File: src/rtl/lcd_cmd_pkg.sv
package lcd_cmd_pkg;

  localparam logic [7:0] OP_DISP_ON   = 8'hAF;
  localparam logic [7:0] OP_DISP_OFF  = 8'hAE;
  localparam logic [7:0] OP_NORMAL    = 8'hA6;
  localparam logic [7:0] OP_INVERSE   = 8'hA7;
  localparam logic [7:0] OP_SLEEP_ON  = 8'h95;
  localparam logic [7:0] OP_SLEEP_OFF = 8'h94;
  localparam logic [7:0] OP_COL_INC   = 8'h5A;
  localparam logic [7:0] OP_COL_DEC   = 8'h5B;
  localparam logic [7:0] OP_PAGE_NORM = 8'h6A;
  localparam logic [7:0] OP_PAGE_INV  = 8'h6B;
  localparam logic [7:0] OP_SCAN_PAGE = 8'h4A;
  localparam logic [7:0] OP_SCAN_COL  = 8'h4B;
  localparam logic [7:0] OP_MEM_WRITE = 8'h5C;
  localparam logic [7:0] OP_COL_SET   = 8'h15;
  localparam logic [7:0] OP_PORT_RB   = 8'hB6;
  localparam logic [7:0] OP_DUTY      = 8'hA8;
  localparam logic [7:0] OP_FR        = 8'hCA;
  localparam logic [7:0] OP_PATTERN   = 8'hCC;
  localparam logic [7:0] OP_PORT      = 8'hC6;
  localparam logic [7:0] OP_CHIP_EN   = 8'hB4;
  localparam logic [7:0] OP_PAGE      = 8'h75;
  localparam logic [7:0] OP_CLK_DIV   = 8'hBF;

  typedef enum logic [2:0] {
    PS_NONE, PS_DUTY, PS_FR, PS_PAT, PS_PORT, PS_CHIPEN, PS_PAGE, PS_CLKDIV
  } paramSel_e;

  typedef enum logic [3:0] {
    FO_NONE, FO_DISP_ON, FO_DISP_OFF, FO_NORMAL, FO_INVERSE, FO_SLEEP_ON,
    FO_SLEEP_OFF, FO_COL_INC, FO_COL_DEC, FO_PAGE_NORM, FO_PAGE_INV,
    FO_SCAN_PAGE, FO_SCAN_COL
  } flagOp_e;

  typedef struct packed {
    logic       cmdWr;
    logic       datWr;
    logic       rdDone;
    logic [7:0] byteVal;
  } busEv_t;

  typedef struct packed {
    flagOp_e    flagOp;
    logic       paramWr;
    paramSel_e  paramSel;
    logic       colLoWr;
    logic       colHiWr;
    logic       ramWr;
    logic       readbackSel;
    logic [7:0] byteVal;
  } ctlStb_t;

endpackage

File: src/rtl/lcd_bus_sync.sv
module lcd_bus_sync
  import lcd_cmd_pkg::*;
#(
  parameter int SYNC_STAGES = 2,
  parameter int DATA_W      = 8
) (
  input  logic              clk,
  input  logic              rstN,
  input  logic              busSel,
  input  logic              csN,
  input  logic              a0,
  input  logic              rdEn,
  input  logic              wrRw,
  input  logic [DATA_W-1:0] dataIn,
  output busEv_t            ev
);
  localparam int PW = DATA_W + 4;
  localparam int CW = $clog2(SYNC_STAGES + 2);
  localparam logic [CW-1:0] PRIME_END = CW'(SYNC_STAGES + 1);

  logic [SYNC_STAGES-1:0][PW-1:0] pipe;
  logic [PW-1:0] cur;
  logic prevRd, prevWr;
  logic [CW-1:0] primeCnt;
  logic primed;

  always_ff @(posedge clk or negedge rstN) begin
    if (!rstN) pipe[0] <= '1;
    else       pipe[0] <= {csN, a0, rdEn, wrRw, dataIn};
  end

  for (genvar s = 1; s < SYNC_STAGES; s++) begin : g_stage
    always_ff @(posedge clk or negedge rstN) begin
      if (!rstN) pipe[s] <= '1;
      else       pipe[s] <= pipe[s-1];
    end
  end

  assign cur = pipe[SYNC_STAGES-1];

  always_ff @(posedge clk or negedge rstN) begin
    if (!rstN) begin
      prevRd   <= 1'b1;
      prevWr   <= 1'b1;
      primeCnt <= '0;
    end else begin
      prevRd <= cur[DATA_W+1];
      prevWr <= cur[DATA_W];
      if (!primed) primeCnt <= primeCnt + 1'b1;
    end
  end

  assign primed = (primeCnt == PRIME_END);

  logic selOk, curA0, curRd, curWr, wrEnd, rdEnd, eFall;
  assign selOk = primed && !cur[DATA_W+3];
  assign curA0 = cur[DATA_W+2];
  assign curRd = cur[DATA_W+1];
  assign curWr = cur[DATA_W];
  assign eFall = prevRd && !curRd;

  always_comb begin
    if (busSel) begin
      wrEnd = eFall && !curWr;
      rdEnd = eFall && curWr;
    end else begin
      wrEnd = !prevWr && curWr;
      rdEnd = !prevRd && curRd;
    end
    ev.cmdWr   = selOk && wrEnd && !curA0;
    ev.datWr   = selOk && wrEnd && curA0;
    ev.rdDone  = selOk && rdEnd;
    ev.byteVal = cur[DATA_W-1:0];
  end
endmodule

File: src/rtl/lcd_cmd_ctrl.sv
module lcd_cmd_ctrl
  import lcd_cmd_pkg::*;
(
  input  logic    clk,
  input  logic    rstN,
  input  busEv_t  ev,
  output ctlStb_t stb
);
  typedef enum logic [2:0] {ST_IDLE, ST_PARAM, ST_COL_LO, ST_COL_HI, ST_MEMWR} st_e;

  st_e       state, stateNxt;
  paramSel_e pendSel, pendSelNxt;
  logic      rbPend, rbPendNxt;

  always_comb begin
    stateNxt    = state;
    pendSelNxt  = pendSel;
    rbPendNxt   = rbPend;
    stb         = '0;
    stb.byteVal = ev.byteVal;
    if (ev.rdDone) rbPendNxt = 1'b0;
    if (ev.cmdWr) begin
      stateNxt   = ST_IDLE;
      pendSelNxt = PS_NONE;
      case (ev.byteVal)
        OP_DISP_ON:   stb.flagOp = FO_DISP_ON;
        OP_DISP_OFF:  stb.flagOp = FO_DISP_OFF;
        OP_NORMAL:    stb.flagOp = FO_NORMAL;
        OP_INVERSE:   stb.flagOp = FO_INVERSE;
        OP_SLEEP_ON:  stb.flagOp = FO_SLEEP_ON;
        OP_SLEEP_OFF: stb.flagOp = FO_SLEEP_OFF;
        OP_COL_INC:   stb.flagOp = FO_COL_INC;
        OP_COL_DEC:   stb.flagOp = FO_COL_DEC;
        OP_PAGE_NORM: stb.flagOp = FO_PAGE_NORM;
        OP_PAGE_INV:  stb.flagOp = FO_PAGE_INV;
        OP_SCAN_PAGE: stb.flagOp = FO_SCAN_PAGE;
        OP_SCAN_COL:  stb.flagOp = FO_SCAN_COL;
        OP_MEM_WRITE: stateNxt = ST_MEMWR;
        OP_COL_SET:   stateNxt = ST_COL_LO;
        OP_PORT_RB:   rbPendNxt = 1'b1;
        OP_DUTY:      begin stateNxt = ST_PARAM; pendSelNxt = PS_DUTY;   end
        OP_FR:        begin stateNxt = ST_PARAM; pendSelNxt = PS_FR;     end
        OP_PATTERN:   begin stateNxt = ST_PARAM; pendSelNxt = PS_PAT;    end
        OP_PORT:      begin stateNxt = ST_PARAM; pendSelNxt = PS_PORT;   end
        OP_CHIP_EN:   begin stateNxt = ST_PARAM; pendSelNxt = PS_CHIPEN; end
        OP_PAGE:      begin stateNxt = ST_PARAM; pendSelNxt = PS_PAGE;   end
        OP_CLK_DIV:   begin stateNxt = ST_PARAM; pendSelNxt = PS_CLKDIV; end
        default:      ;
      endcase
    end else if (ev.datWr) begin
      case (state)
        ST_PARAM: begin
          stb.paramWr  = 1'b1;
          stb.paramSel = pendSel;
          stateNxt     = ST_IDLE;
          pendSelNxt   = PS_NONE;
        end
        ST_COL_LO: begin stb.colLoWr = 1'b1; stateNxt = ST_COL_HI; end
        ST_COL_HI: begin stb.colHiWr = 1'b1; stateNxt = ST_IDLE;   end
        ST_MEMWR:  stb.ramWr = 1'b1;
        default:   ;
      endcase
    end
    stb.readbackSel = rbPend;
  end

  always_ff @(posedge clk or negedge rstN) begin
    if (!rstN) begin
      state   <= ST_IDLE;
      pendSel <= PS_NONE;
      rbPend  <= 1'b0;
    end else begin
      state   <= stateNxt;
      pendSel <= pendSelNxt;
      rbPend  <= rbPendNxt;
    end
  end
endmodule

File: src/rtl/lcd_cmd_regs.sv
module lcd_cmd_regs
  import lcd_cmd_pkg::*;
#(
  parameter int DATA_W     = 8,
  parameter int COL_HALF_W = 5,
  parameter int PAGE_W     = 5,
  parameter int PORT_W     = 5,
  parameter logic [DATA_W-1:0] FR_RESET = 8'h0A
) (
  input  logic                    clk,
  input  logic                    rstN,
  input  ctlStb_t                 stb,
  input  logic                    ramBusy,
  output logic [DATA_W-1:0]       dataOut,
  output logic                    dispOn,
  output logic                    invertOn,
  output logic                    sleepOn,
  output logic                    colDec,
  output logic                    pageNormal,
  output logic                    scanPage,
  output logic [DATA_W-1:0]       dutyCode,
  output logic [DATA_W-1:0]       frCode,
  output logic [DATA_W-1:0]       patCode,
  output logic [DATA_W-1:0]       chipEnCode,
  output logic [DATA_W-1:0]       clkDiv,
  output logic [PORT_W-1:0]       portOut,
  output logic [PAGE_W-1:0]       pageAddr,
  output logic                    pageLoad,
  output logic [2*COL_HALF_W-1:0] colAddr,
  output logic                    colLoad,
  output logic [DATA_W-1:0]       ramWrData,
  output logic                    ramWrStb
);
  logic [COL_HALF_W-1:0] colLo;

  always_ff @(posedge clk or negedge rstN) begin
    if (!rstN) begin
      dispOn <= 1'b0; invertOn <= 1'b0; sleepOn <= 1'b0;
      colDec <= 1'b0; pageNormal <= 1'b1; scanPage <= 1'b1;
    end else begin
      case (stb.flagOp)
        FO_DISP_ON:   dispOn     <= 1'b1;
        FO_DISP_OFF:  dispOn     <= 1'b0;
        FO_NORMAL:    invertOn   <= 1'b0;
        FO_INVERSE:   invertOn   <= 1'b1;
        FO_SLEEP_ON:  sleepOn    <= 1'b1;
        FO_SLEEP_OFF: sleepOn    <= 1'b0;
        FO_COL_INC:   colDec     <= 1'b0;
        FO_COL_DEC:   colDec     <= 1'b1;
        FO_PAGE_NORM: pageNormal <= 1'b1;
        FO_PAGE_INV:  pageNormal <= 1'b0;
        FO_SCAN_PAGE: scanPage   <= 1'b1;
        FO_SCAN_COL:  scanPage   <= 1'b0;
        default:      ;
      endcase
    end
  end

  always_ff @(posedge clk or negedge rstN) begin
    if (!rstN) begin
      dutyCode <= '0; frCode <= FR_RESET; patCode <= '0;
      chipEnCode <= '0; clkDiv <= '0; portOut <= '0;
      pageAddr <= '0; pageLoad <= 1'b0;
    end else begin
      pageLoad <= 1'b0;
      if (stb.paramWr) begin
        case (stb.paramSel)
          PS_DUTY:   dutyCode   <= stb.byteVal;
          PS_FR:     frCode     <= stb.byteVal;
          PS_PAT:    patCode    <= stb.byteVal;
          PS_CHIPEN: chipEnCode <= stb.byteVal;
          PS_CLKDIV: clkDiv     <= stb.byteVal;
          PS_PORT:   portOut    <= stb.byteVal[PORT_W-1:0];
          PS_PAGE: begin
            pageAddr <= stb.byteVal[PAGE_W-1:0];
            pageLoad <= 1'b1;
          end
          default: ;
        endcase
      end
    end
  end

  always_ff @(posedge clk or negedge rstN) begin
    if (!rstN) begin
      colLo <= '0; colAddr <= '0; colLoad <= 1'b0;
      ramWrData <= '0; ramWrStb <= 1'b0;
    end else begin
      colLoad  <= 1'b0;
      ramWrStb <= 1'b0;
      if (stb.colLoWr) colLo <= stb.byteVal[COL_HALF_W-1:0];
      if (stb.colHiWr) begin
        colAddr <= {stb.byteVal[COL_HALF_W-1:0], colLo};
        colLoad <= 1'b1;
      end
      if (stb.ramWr) begin
        ramWrData <= stb.byteVal;
        ramWrStb  <= 1'b1;
      end
    end
  end

  logic [DATA_W-1:0] statusByte;
  assign statusByte = {ramBusy, pageNormal, !colDec, scanPage, !dispOn,
                       sleepOn, !invertOn, 1'b0};
  assign dataOut = stb.readbackSel ? DATA_W'(portOut) : statusByte;
endmodule

File: src/rtl/lcd_cmd_if.sv
module lcd_cmd_if
  import lcd_cmd_pkg::*;
#(
  parameter int SYNC_STAGES = 2,
  parameter int DATA_W      = 8,
  parameter int COL_HALF_W  = 5,
  parameter int PAGE_W      = 5,
  parameter int PORT_W      = 5
) (
  input  logic                    clk,
  input  logic                    rstN,
  input  logic                    busSel,
  input  logic                    csN,
  input  logic                    a0,
  input  logic                    rdEn,
  input  logic                    wrRw,
  input  logic [DATA_W-1:0]       dataIn,
  input  logic                    ramBusy,
  output logic [DATA_W-1:0]       dataOut,
  output logic                    dataOe,
  output logic                    dispOn,
  output logic                    invertOn,
  output logic                    sleepOn,
  output logic                    colDec,
  output logic                    pageNormal,
  output logic                    scanPage,
  output logic [DATA_W-1:0]       dutyCode,
  output logic [DATA_W-1:0]       frCode,
  output logic [DATA_W-1:0]       patCode,
  output logic [DATA_W-1:0]       chipEnCode,
  output logic [DATA_W-1:0]       clkDiv,
  output logic [PORT_W-1:0]       portOut,
  output logic [PAGE_W-1:0]       pageAddr,
  output logic                    pageLoad,
  output logic [2*COL_HALF_W-1:0] colAddr,
  output logic                    colLoad,
  output logic [DATA_W-1:0]       ramWrData,
  output logic                    ramWrStb
);
  busEv_t  ev;
  ctlStb_t stb;

  assign dataOe = !csN && (busSel ? (rdEn && wrRw) : !rdEn);

  lcd_bus_sync #(.SYNC_STAGES(SYNC_STAGES), .DATA_W(DATA_W)) u_sync (
    .clk(clk), .rstN(rstN), .busSel(busSel), .csN(csN), .a0(a0),
    .rdEn(rdEn), .wrRw(wrRw), .dataIn(dataIn), .ev(ev)
  );

  lcd_cmd_ctrl u_ctrl (.clk(clk), .rstN(rstN), .ev(ev), .stb(stb));

  lcd_cmd_regs #(
    .DATA_W(DATA_W), .COL_HALF_W(COL_HALF_W), .PAGE_W(PAGE_W), .PORT_W(PORT_W)
  ) u_regs (
    .clk(clk), .rstN(rstN), .stb(stb), .ramBusy(ramBusy), .dataOut(dataOut),
    .dispOn(dispOn), .invertOn(invertOn), .sleepOn(sleepOn), .colDec(colDec),
    .pageNormal(pageNormal), .scanPage(scanPage), .dutyCode(dutyCode),
    .frCode(frCode), .patCode(patCode), .chipEnCode(chipEnCode), .clkDiv(clkDiv),
    .portOut(portOut), .pageAddr(pageAddr), .pageLoad(pageLoad),
    .colAddr(colAddr), .colLoad(colLoad), .ramWrData(ramWrData),
    .ramWrStb(ramWrStb)
  );
endmodule

File: config.mk
export PLATFORM = sky130hd
export DESIGN_NAME = lcd_cmd_if
export DESIGN_NICKNAME = d
export VERILOG_FILES = /design/src/rtl/lcd_cmd_pkg.sv /design/src/rtl/lcd_bus_sync.sv /design/src/rtl/lcd_cmd_ctrl.sv /design/src/rtl/lcd_cmd_regs.sv /design/src/rtl/lcd_cmd_if.sv
export SDC_FILE = /design/constraint.sdc
export NUM_CORES = 1
export LEC_CHECK = 0
export ABC_CLOCK_PERIOD_IN_PS = 5600
export BUFFER_PORTS_ARGS = -buffer_cell sky130_fd_sc_hd__clkbuf_2
export CAP_MARGIN = 0
export CORE_ASPECT_RATIO = 0.75
export CORE_MARGIN = 1.5
export CORE_UTILIZATION = 59
export DETAILED_ROUTE_END_ITERATION = 8
export PLACE_DENSITY = 0.92
export SYNTH_ARGS = -nofsm -noshare
export SYNTH_HDL_FRONTEND = slang
export SYNTH_SLANG_ARGS = --single-unit
File: constraint.sdc
create_clock -name clk -period 5.6 [get_ports clk]
set_input_delay 0.84 -clock clk [delete_from_list [all_inputs] [get_ports clk]]
set_output_delay 0.84 -clock clk [all_outputs]
set_load 0.005 [all_outputs]
==> flow_results.org <==
** Logic synthesis
- After technology mapping, the gate count stands at about 400.
- After synthesis the cells add up to 0.00497 mm^2.
- Yosys warnings :: 0
- For this run, asynchronously set or reset flops after synthesis account for 100%.
- Post-synth net total :: 411
- Summing the sequential cell areas from Yosys gives approximately three fifths of the chip area.
- Synth area leaders :: sky130_fd_sc_hd__dfrtp_1 44%, sky130_fd_sc_hd__dfstp_2 16%, sky130_fd_sc_hd__mux2_4 5.7%, sky130_fd_sc_hd__mux2_1 4.8%, sky130_fd_sc_hd__nand2_1 4.6%
- Counting distinct cell types in the post-synthesis netlist gives 65.
- Avg Inst Size Synth :: 12.6 um^2
- Of all cell types, the one taking the most synthesized area is sky130_fd_sc_hd__dfrtp_1.
- Of the post-synthesis cell area, the dominant cell type holds 43.8%.
- Dominant synthesized flop cell :: sky130_fd_sc_hd__dfrtp_1
- The synthesized design contains 117 register bits.
- Post-synth EDFFs :: 0

** STA
- The final critical path takes up 45.7% of the cycle.
- Setup violations remaining at the end of the flow were counted as 0.
- Final Hold Slack :: between 0.2 and 0.25 ns
- Final-layout setup total negative slack :: 0 ns
- Headroom to the max-slew limit came out at 23.9%.
- Derived from the worst setup path, the maximum achievable clock frequency is 390 MHz.
- Number of pins with negative max-slew slack in the final report :: 0
- Once routing completed, OpenROAD measured the worst setup slack at 3.04 ns.
- Unrepaired setup endpoints after global routing :: false
- At the pin with the least slew margin, the transition time is 1.14 ns.
- The number of hold violations in the final report is 0.
- The clock arrives with 0.00866 ns of skew.
- Time the worst path needs with I/O delays and setup :: between 2 and 3 ns

** Die
- Initial standard-cell utilization of the core :: 62.0%
- In this run the count of I/O pins placed on the die edge is about 100.
- From bottom edge to top edge, the die measures 82.5 um.
- Die outline area :: 0.00899 mm^2
- Count of standard-cell rows :: 28
- In this run the standard cell core region covers 0.00802 mm^2.
- Die Span X :: 109 um

** Drt
- In the routed layout, each cell is associated on average with a via count of 5.88.
- Once detail routing completed, the nets flagged for antenna violations numbered 0.
- The final route contains 3,598 vias.
- Summed over all layers, the routed wires come to 11.7 mm.
- Iteration-0 DRC count of the detailed router :: roughly 400
- Post-detailed-route wirelength per cell :: 19.1 um
- The first TritonRoute pass finished after 5 iterations.
- For this run, design rule violations remaining after detail routing come to 0.

** GRT
- Tot GR Track Use :: around 28%
- Via count of the first global-routing pass :: 3,663
- The total overflow left after global routing is 0.
- Global-route wire length before repair :: between 15 and 20 mm
- The initial antenna violation count came to 0.
- Entering global routing, the biggest net connects 95 pins.

** Power
- In this run the static leakage power is 3.08 nW.
- Power density over the cells :: ~330 mW/mm^2
- Maximum vdd drop :: 0.223 mV

** Placed design
- Routability-driven placement finished with a final weighted congestion of around 0.90.
- The count of buffers added on input and output ports is ~100.
- Before CTS, the worst setup slack after placement is between 2 and 3 ns.
- Detailed placement ended at an HPWL of 7.33 mm.

** Setup path
- The worst setup path is captured at a flop.
- Setup Crit Path Kind :: reg2reg
- Peak fanout along the critical path :: 11
- Worst Path Required :: around 6.0 ns
- Critical path startpoint category :: flop
- STA puts the critical path data arrival time at 2.95 ns.

** Cells and area
- In the final layout, the multi-input gates occupy 0.00187 mm^2.
- Area Overhead vs Synth :: 23.4%
- After filler insertion, the fill cell instance count of the layout stands at 483.
- The repair_antennas step left the layout with diodes totalling 0.
- Summing all flip-flop and latch instances after layout gives 0.00297 mm^2.
- The library cell used most frequently in the layout, excluding fill and tap cells, is sky130_fd_sc_hd__clkbuf_2.
- Leaving out fill and tap cells, the most frequent cells in the layout are 100 x sky130_fd_sc_hd__clkbuf_2, 87 x sky130_fd_sc_hd__dfrtp_1, 61 x sky130_fd_sc_hd__nand2_1.
- After the last flow step, the layout net total stands at between 500 and 600.
- Share of cells above drive strength 1 :: 42.2%

** CTS
- CTS built an H-tree with a depth of 4.
- Inserted Clock Buffers :: 17
- Buffers added to address setup during post-CTS repair amount to 0.
- TritonCTS built the clock tree.
- Counting every sink on the clock net gives 117.
- After clock tree synthesis, the clock-pin slew on the worst setup and hold paths is 0.06 ns.
- Hold repair after CTS inserted 0 buffers.
- At the later pin of the worst-skew pair, clock insertion delay measures 0.51 ns.
- In this run the clock root is driven by a sky130_fd_sc_hd__clkbuf_8.
- Post-cts sizing count :: 0
- Maximum count of clock buffers along a single path :: 2

** Outcome
- The run finished with clean final reports.

** Job
- The tool flagged a number of max-cap violations equal to 0.

** Hold path
- The worst hold path belongs to the class in2async.
==> layer usage <==
layer	track usage, %	share of wire [%]
met4	11.6	1.9
met3	8.40	8.0
met1	33.1	39
met5	1.79	0
met2	47.8	51
==> report_power, final <==
part	internal [W]	switching, W	total [W]	leakage [nW]
Sequential	0.000866	0.0000246	0.000890	1.51
Combinational	0.0000171	0.0000330	0.0000501	1.27
Clock	0.000735	0.000375	0.00111	0.299
Total	0.00162	0.000432	0.00205	3.08
==> registers in the layout (all words and copies together), names as in the netlist, 3 cells and up <==
register,cells
u_ctrl.pendSel,3
u_ctrl.state,3
u_regs.chipEnCode,8
u_regs.clkDiv,8
u_regs.colAddr,10
u_regs.colLo,5
u_regs.dutyCode,8
u_regs.frCode,8
u_regs.pageAddr,5
u_regs.patCode,8
u_regs.portOut,5
u_regs.ramWrData,8
u_sync.cur,12
u_sync.pipe,12
==> cell usage after synthesis, drive strengths merged (4+ instances only) <==
| master | n |
|---|---|
| nand2 | 61 |
| buf | 9 |
| clkbuf | 12 |
| nand2b | 4 |
| mux2 | 53 |
| inv | 9 |
| nand4 | 5 |
| a21oi | 11 |
| nor2b | 7 |
| dfrtp | 87 |
| nor2 | 13 |
| dfstp | 30 |
| nor3 | 8 |
| o21ai | 23 |
| nor3b | 4 |
==> final timing paths <==
path	start	to	slack (ns)	cells after the start
max	u_sync.cur[8]	u_regs.chipEnCode[7]	3.04	5
min	rstN	u_regs.pageAddr[1]	0.21	1
max reg2reg	u_sync.cur[8]	u_regs.chipEnCode[7]	3.04	5
min reg2reg	u_sync.pipe[8]	u_sync.cur[8]	0.36	0
max in group asynchronous	rstN	u_regs.frCode[5]	3.96	2
min in group clk	u_sync.pipe[8]	u_sync.cur[8]	0.36	0
==> worst max-delay path, cell delays in order, from the launching register on <==
cell and delay (ns):
sky130_fd_sc_hd__dfstp_2 0.54, sky130_fd_sc_hd__or3b_4 0.41, sky130_fd_sc_hd__a21oi_4 0.36, sky130_fd_sc_hd__nand4_4 0.21
sky130_fd_sc_hd__nor3b_4 0.56, sky130_fd_sc_hd__mux2_4 0.35
==> cell families (layout without fill, tap and decap cells) <==
family	Yosys count	count (layout)	synth area share, %
DFF	117	117	59.6
xor gates and xnor gates	2	2	0.352
adders and majority gates	1	1	0.252
and+or+nand+nor	133	133	15.6
buffers and inverters	31	144	2.69
AOI/OAI and AO/OA	57	57	8.00
muxes	53	53	13.4
==> through the flow <==
stage | area (um^2) | utilization, % | total power, W | cells
4_1_cts | 6140 | 76.5 | 0.00206 | 612
3_5_place_dp | 5520 | 68.8 | 0.000953 | 580
3_3_place_gp | 5520 | 68.8 | 0.000950 | 580
6_report | 6140 | 76.5 | 0.00205 | 612
5_1_grt | 6140 | 76.5 | 0.00211 | 612
2_1_floorplan | 4970 | - | 0.000919 | 394
==> final cells by class <==
type                    instances  area share, %
clock buffers                  20           7.10
well taps                     105           2.14
multi-input cells             246           30.5
inverters                      10          0.612
clock inverters                12           2.90
repair buffers                102           8.40
flip-flops and latches        117           48.3
Note: power is estimated with default switching activity, not from simulation.
